File: src/rtl/bpd_pkg.sv
package bpd_pkg;

  typedef enum logic [1:0] {
    LC_AMI  = 2'd0,
    LC_HDB3 = 2'd1,
    LC_B8ZS = 2'd2,
    LC_AMI2 = 2'd3
  } lc_t;

  // one received symbol and what has been decided about it
  typedef struct packed {
    logic p;   // positive rail
    logic n;   // negative rail
    logic d;   // decoded data bit
    logic cv;  // violation to report
    logic v;   // same polarity as previous single-rail mark
  } sym_t;

  localparam int HDB3_BACK = 3;  // older symbols cleared by a four-zero substitution
  localparam int B8ZS_BACK = 7;  // older symbols cleared by an eight-zero substitution
  localparam int MIN_DEPTH = B8ZS_BACK + 1;

  function automatic logic is_space(sym_t s);
    return !s.p && !s.n;
  endfunction

  function automatic logic is_single(sym_t s);
    return s.p ^ s.n;
  endfunction

  function automatic logic is_both(sym_t s);
    return s.p && s.n;
  endfunction

endpackage

File: src/rtl/bpd_mark_track.sv
module bpd_mark_track
  import bpd_pkg::*;
(
  input  logic clk,
  input  logic rst,
  input  logic pos_i,
  input  logic neg_i,
  output sym_t sym_o
);

  logic seen_q;
  logic pol_q;
  logic single;
  logic both;
  logic viol;

  always_comb begin
    single   = pos_i ^ neg_i;
    both     = pos_i & neg_i;
    viol     = single && seen_q && (pos_i == pol_q);
    sym_o.p  = pos_i;
    sym_o.n  = neg_i;
    sym_o.d  = pos_i | neg_i;
    sym_o.cv = both | viol;
    sym_o.v  = viol;
  end

  always_ff @(posedge clk) begin
    if (rst) begin
      seen_q <= 1'b0;
      pol_q  <= 1'b0;
    end else if (single) begin
      seen_q <= 1'b1;
      pol_q  <= pos_i;
    end
  end

  // a both-rail symbol leaves the polarity memory alone
  a_r8_both_keeps_memory: assert property (@(posedge clk) disable iff (rst)
    both |=> $stable(pol_q) && $stable(seen_q));

  // polarity memory is empty right after reset
  a_r9_memory_cleared: assert property (@(posedge clk) disable iff (rst)
    $past(rst) |-> !seen_q);

endmodule

File: src/rtl/bpd_subst_match.sv
module bpd_subst_match
  import bpd_pkg::*;
#(
  parameter int DEPTH = 8
) (
  input  lc_t              mode_i,
  input  sym_t             fresh_i,
  input  sym_t [DEPTH-1:0] win_i,
  output logic [DEPTH-1:0] clr_o    // bit 0: fresh symbol, bit k: win_i[k-1]
);

  logic hdb_hit;
  logic b8_hit;
  logic unused_tail;

  assign unused_tail = ^win_i[DEPTH-1];

  always_comb begin
    hdb_hit = (mode_i == LC_HDB3) && fresh_i.v
              && is_space(win_i[0]) && is_space(win_i[1])
              && !is_both(win_i[2]);

    b8_hit  = (mode_i == LC_B8ZS) && is_single(fresh_i)
              && is_single(win_i[0]) && win_i[0].v
              && is_space(win_i[1])
              && is_single(win_i[2])
              && is_single(win_i[3]) && win_i[3].v
              && is_space(win_i[4]) && is_space(win_i[5]) && is_space(win_i[6])
              && (win_i[0].p == win_i[2].p)
              && (win_i[3].p != win_i[2].p)
              && (fresh_i.p != win_i[0].p);
  end

  for (genvar k = 0; k < DEPTH; k++) begin : g_clr
    if (k <= HDB3_BACK) begin : g_both
      assign clr_o[k] = hdb_hit || b8_hit;
    end else if (k <= B8ZS_BACK) begin : g_long
      assign clr_o[k] = b8_hit;
    end else begin : g_none
      assign clr_o[k] = 1'b0;
    end
  end

endmodule

File: src/rtl/bpd_window.sv
module bpd_window
  import bpd_pkg::*;
#(
  parameter int DEPTH = 8
) (
  input  logic             clk,
  input  logic             rst,
  input  sym_t             fresh_i,
  input  logic [DEPTH-1:0] clr_i,
  output sym_t [DEPTH-1:0] win_o
);

  sym_t [DEPTH-1:0] win_q;

  function automatic sym_t scrub(sym_t s, logic c);
    sym_t r;
    r = s;
    if (c) begin
      r.d  = 1'b0;
      r.cv = 1'b0;
    end
    return r;
  endfunction

  always_ff @(posedge clk) begin
    if (rst) begin
      win_q <= '0;
    end else begin
      win_q[0] <= scrub(fresh_i, clr_i[0]);
      for (int k = 1; k < DEPTH; k++) begin
        win_q[k] <= scrub(win_q[k-1], clr_i[k]);
      end
    end
  end

  assign win_o = win_q;

  for (genvar k = 1; k < DEPTH; k++) begin : g_chk
    // rails move one stage per clock, never altered by decoding
    a_r1_rails_shift: assert property (@(posedge clk) disable iff (rst)
      1'b1 |=> (win_q[k].p == $past(win_q[k-1].p)) && (win_q[k].n == $past(win_q[k-1].n)));
  end

  for (genvar k = 0; k < DEPTH; k++) begin : g_mark
    // a decoded one or a flag only sits on a received pulse
    a_r11_flag_on_pulse: assert property (@(posedge clk) disable iff (rst)
      (win_q[k].cv || win_q[k].d) |-> (win_q[k].p || win_q[k].n));
  end

endmodule

File: src/rtl/bpd_out_stage.sv
module bpd_out_stage
  import bpd_pkg::*;
(
  input  logic clk,
  input  logic rst,
  input  logic inv_i,
  input  sym_t tail_i,
  output logic data_o,
  output logic cv_o,
  output logic rdp_o,
  output logic rdn_o
);

  logic unused_v;
  assign unused_v = tail_i.v;

  always_ff @(posedge clk) begin
    if (rst) begin
      data_o <= inv_i;
      rdp_o  <= inv_i;
      rdn_o  <= inv_i;
      cv_o   <= 1'b0;
    end else begin
      data_o <= tail_i.d ^ inv_i;
      rdp_o  <= tail_i.p ^ inv_i;
      rdn_o  <= tail_i.n ^ inv_i;
      cv_o   <= tail_i.cv;
    end
  end

  // a both-rail symbol leaves as a flagged one
  a_r8_both_flagged: assert property (@(posedge clk) disable iff (rst)
    (tail_i.p && tail_i.n) |=> cv_o && (data_o != $past(inv_i)));

  // the flag is active-high and only rides on a received pulse
  a_r10_flag_on_mark: assert property (@(posedge clk) disable iff (rst)
    cv_o |-> (rdp_o == data_o) || (rdn_o == data_o));

endmodule

File: src/rtl/bipolar_decoder.sv
module bipolar_decoder
  import bpd_pkg::*;
#(
  parameter int DEPTH = MIN_DEPTH   // must be at least MIN_DEPTH
) (
  input  logic       clk,
  input  logic       rst,
  input  logic       rx_pos_i,
  input  logic       rx_neg_i,
  input  logic [1:0] mode_i,
  input  logic       inv_i,
  output logic       data_o,
  output logic       cv_o,
  output logic       rdp_o,
  output logic       rdn_o
);

  sym_t             fresh;
  sym_t [DEPTH-1:0] win;
  logic [DEPTH-1:0] clr;
  lc_t              mode;

  assign mode = lc_t'(mode_i);

  bpd_mark_track u_track (
    .clk   (clk),
    .rst   (rst),
    .pos_i (rx_pos_i),
    .neg_i (rx_neg_i),
    .sym_o (fresh)
  );

  bpd_subst_match #(.DEPTH(DEPTH)) u_match (
    .mode_i  (mode),
    .fresh_i (fresh),
    .win_i   (win),
    .clr_o   (clr)
  );

  bpd_window #(.DEPTH(DEPTH)) u_win (
    .clk     (clk),
    .rst     (rst),
    .fresh_i (fresh),
    .clr_i   (clr),
    .win_o   (win)
  );

  bpd_out_stage u_out (
    .clk    (clk),
    .rst    (rst),
    .inv_i  (inv_i),
    .tail_i (win[DEPTH-1]),
    .data_o (data_o),
    .cv_o   (cv_o),
    .rdp_o  (rdp_o),
    .rdn_o  (rdn_o)
  );

endmodule

File: config.mk
export PLATFORM = sky130hd
export DESIGN_NAME = bipolar_decoder
export DESIGN_NICKNAME = d
export VERILOG_FILES = /design/src/rtl/bpd_pkg.sv /design/src/rtl/bpd_mark_track.sv /design/src/rtl/bpd_subst_match.sv /design/src/rtl/bpd_window.sv /design/src/rtl/bpd_out_stage.sv /design/src/rtl/bipolar_decoder.sv
export SDC_FILE = /design/constraint.sdc
export NUM_CORES = 1
export LEC_CHECK = 0
export BUFFER_PORTS_ARGS = -buffer_cell sky130_fd_sc_hd__clkbuf_2
export CAP_MARGIN = 40
export CELL_PAD_IN_SITES_DETAIL_PLACEMENT = 0
export CELL_PAD_IN_SITES_GLOBAL_PLACEMENT = 1
export CORE_UTILIZATION = 35
export DETAILED_ROUTE_END_ITERATION = 10
export PLACE_DENSITY = 0.71
export SYNTH_ARGS = -nofsm -noshare
export SYNTH_HDL_FRONTEND = slang
export SYNTH_HIERARCHICAL = 1
export SYNTH_SLANG_ARGS = --single-unit
File: constraint.sdc
create_clock -name clk -period 1.5 [get_ports clk]
set_input_delay 0.075 -clock clk [delete_from_list [all_inputs] [get_ports clk]]
set_output_delay 0.075 -clock clk [all_outputs]
set_load 0.005 [all_outputs]
==> flow_summary.ini <==
[run_status]
status = complete, no violations

[power_and_ir_drop]
total_power_mw = 1.947
p_leak_nw = 0.7113
ir_worst_vdd_mv = 0.3632
power.density_mw_per_mm2 = 1101

[timing]
skew_ns = 0.005198
slew_violations = 0
layout_setup_ws_ns = 0.01463
min_period_over_period = 0.9902
setup_viol = 0
tightest_slew_ns = 0.5387
hold_viol = 0
finalCriticalPeriod_ns = 1.485
max-slew-margin-rel = 0.6409
fmax_mhz = 673.2
rsz0062_at_grt = true

[clocking]
cts.sinks = 42
clockBufferDepth = 2
clock_latency_ns = 0.29
clockRootBuffer = clkbuf_8
cts_buffers = 5
cts_hold_buf = 0
tritoncts = yes
ctsHtreeMaxLevel = 2
clkTransAtPathRegs_ns = 0.07

[setup_path]
path_max_fanout = 8
critPathCaptureType = flip-flop
cp.arrival_ns = 1.67
cp-start-kind = flip-flop
cpMaxStageDelayCell = dfxtp_1
critPathKind = flip-flop to flip-flop
required_ns = 1.68
cp_num_buf_inv = 1
cp_top_family = simple AND/OR/NAND/NOR gates
crit_path_max_incr_delay_ns = 0.32
r2r_slack_ns = 0.01
crit_chain = ha_1 > and4b_1 > nand4_1 > o21ai_2 > buf_12 > nor3b_2

[global_routing]
grt_busiest_layer = met2
grtUsageMet2 = 0.1629
grt_pass1_wl_um = 3712
grt_pass1_vias = 824
grt_overflow_total = 0
antenna_found_initial = 0
gr-usage-met1 = 0.1137
use_met3 = 0.04825
gr-usage-all-layers = 0.1036
grt_max_degree = 28

[placed_design]
place_congestion = 0.7595
dp.cells = 183
post-place-ws_ns = 0.03302
hpwlAfterDp_um = 1497
port_buffers = 10
dpl_cell_area_mm2 = 0.001662

[yosys]
synth_area_mm2 = 0.001573
syn_nets = 140
yosysWarningCount = 6
avgSynthCellArea_um2 = 12.19
synthCells = 129

[layout]
stdcell_count = 190
final_common_cell = dfxtp_1
drive_gt1_frac = 0.3551
nNetsFinal = 149
area_growth_pct = 12.41
stdcell_area_mm2 = 0.001768
final_cell_mix = dfxtp_1 (40), nor2b_1 (22), nor3b_2 (16), clkbuf_2 (10), clkbuf_8 (5)
diodes = 0

[drt]
vias_per_cell = 4.437
wl_per_cell_um = 11.71
drc_errors = 0
first_pass_iters = 2
drtIter0Drc = 21
num_vias = 843
wirelength_um = 2225
drtAntennaViolNets = 0

[floorplanning]
start_util = 0.3637
num_rows = 24
ios = 11
die-area_mm2 = 0.004766
die_w_um = 69.04
dieHeight_um = 69.04
core_area_mm2 = 0.004324

[run]
cap_violations = 0

[worst_hold_path]
worstHoldPathType = input pin to flip-flop
## cell type report
class	instances	area, um2
tap	52	65.06
clock buffer	7	76.32
sequential	42	843.3
fill	438	2556
inverter	5	18.77
timing repair buffer	16	123.9
multi-input combinational	68	640.6
## worst register-to-register path: stages (launching register included)
cell and delay (ns):
dfxtp_1 0.32, ha_1 0.28, and4b_1 0.21, nand4_1 0.16, o21ai_2 0.22, buf_12 0.15
nor3b_2 0.05
## worst paths after layout
path,startpoint,end,cells after the start
setup / recovery,u_win/win_o[13]$_SDFF_PP0_,u_win/win_o[7]$_SDFF_PP0_,6
hold / removal,inv_i,u_out/rdn_o$_DFF_P_,2
setup reg to reg,u_win/win_o[13]$_SDFF_PP0_,u_win/win_o[7]$_SDFF_PP0_,6
hold reg to reg,u_win/win_o[36]$_SDFF_PP0_,u_out/cv_o$_SDFF_PP0_,1
## stage by stage
stage                     utilization  TNS [ns]  hold slack, ns
final                          0.4089         0         0.03213
after CTS                      0.4036         0         0.03054
after global placement         0.3843         0          0.3293
after detailed placement       0.3843         0          0.3389
after floorplan                     -         0          0.1474
after global routing           0.4089   -0.4429         0.02646
## layer usage
layer,routed length [um],vias up
met4,68,0
met5,0,-
met1,1010,391
met3,92,5
li1,-,432
met2,1055,15
## repair_timing
item / CTS / global route
resized for setup: 3 / 4
setup buffers: 0 / 0
pin swaps: 0 / 13
setup endpoints to repair: 8 / 16
## sequential cells by signal, summed over array words and instances, names as in the netlist
signal	count
u_track/seen_q	1
u_out/rdn_o	1
u_out/data_o	1
u_track/pol_q	1
u_out/cv_o	1
u_win/win_o	36
u_out/rdp_o	1
## power by group
| group | internal (mW) | leakage (nW) | switching (mW) |
|---|---|---|---|
| sequential | 1.14 | 0.343 | 0.0124 |
| combinational | 0.0669 | 0.330 | 0.0578 |
| clock | 0.320 | 0.0383 | 0.345 |
No activity file was read; power rests on OpenSTA's default activity.
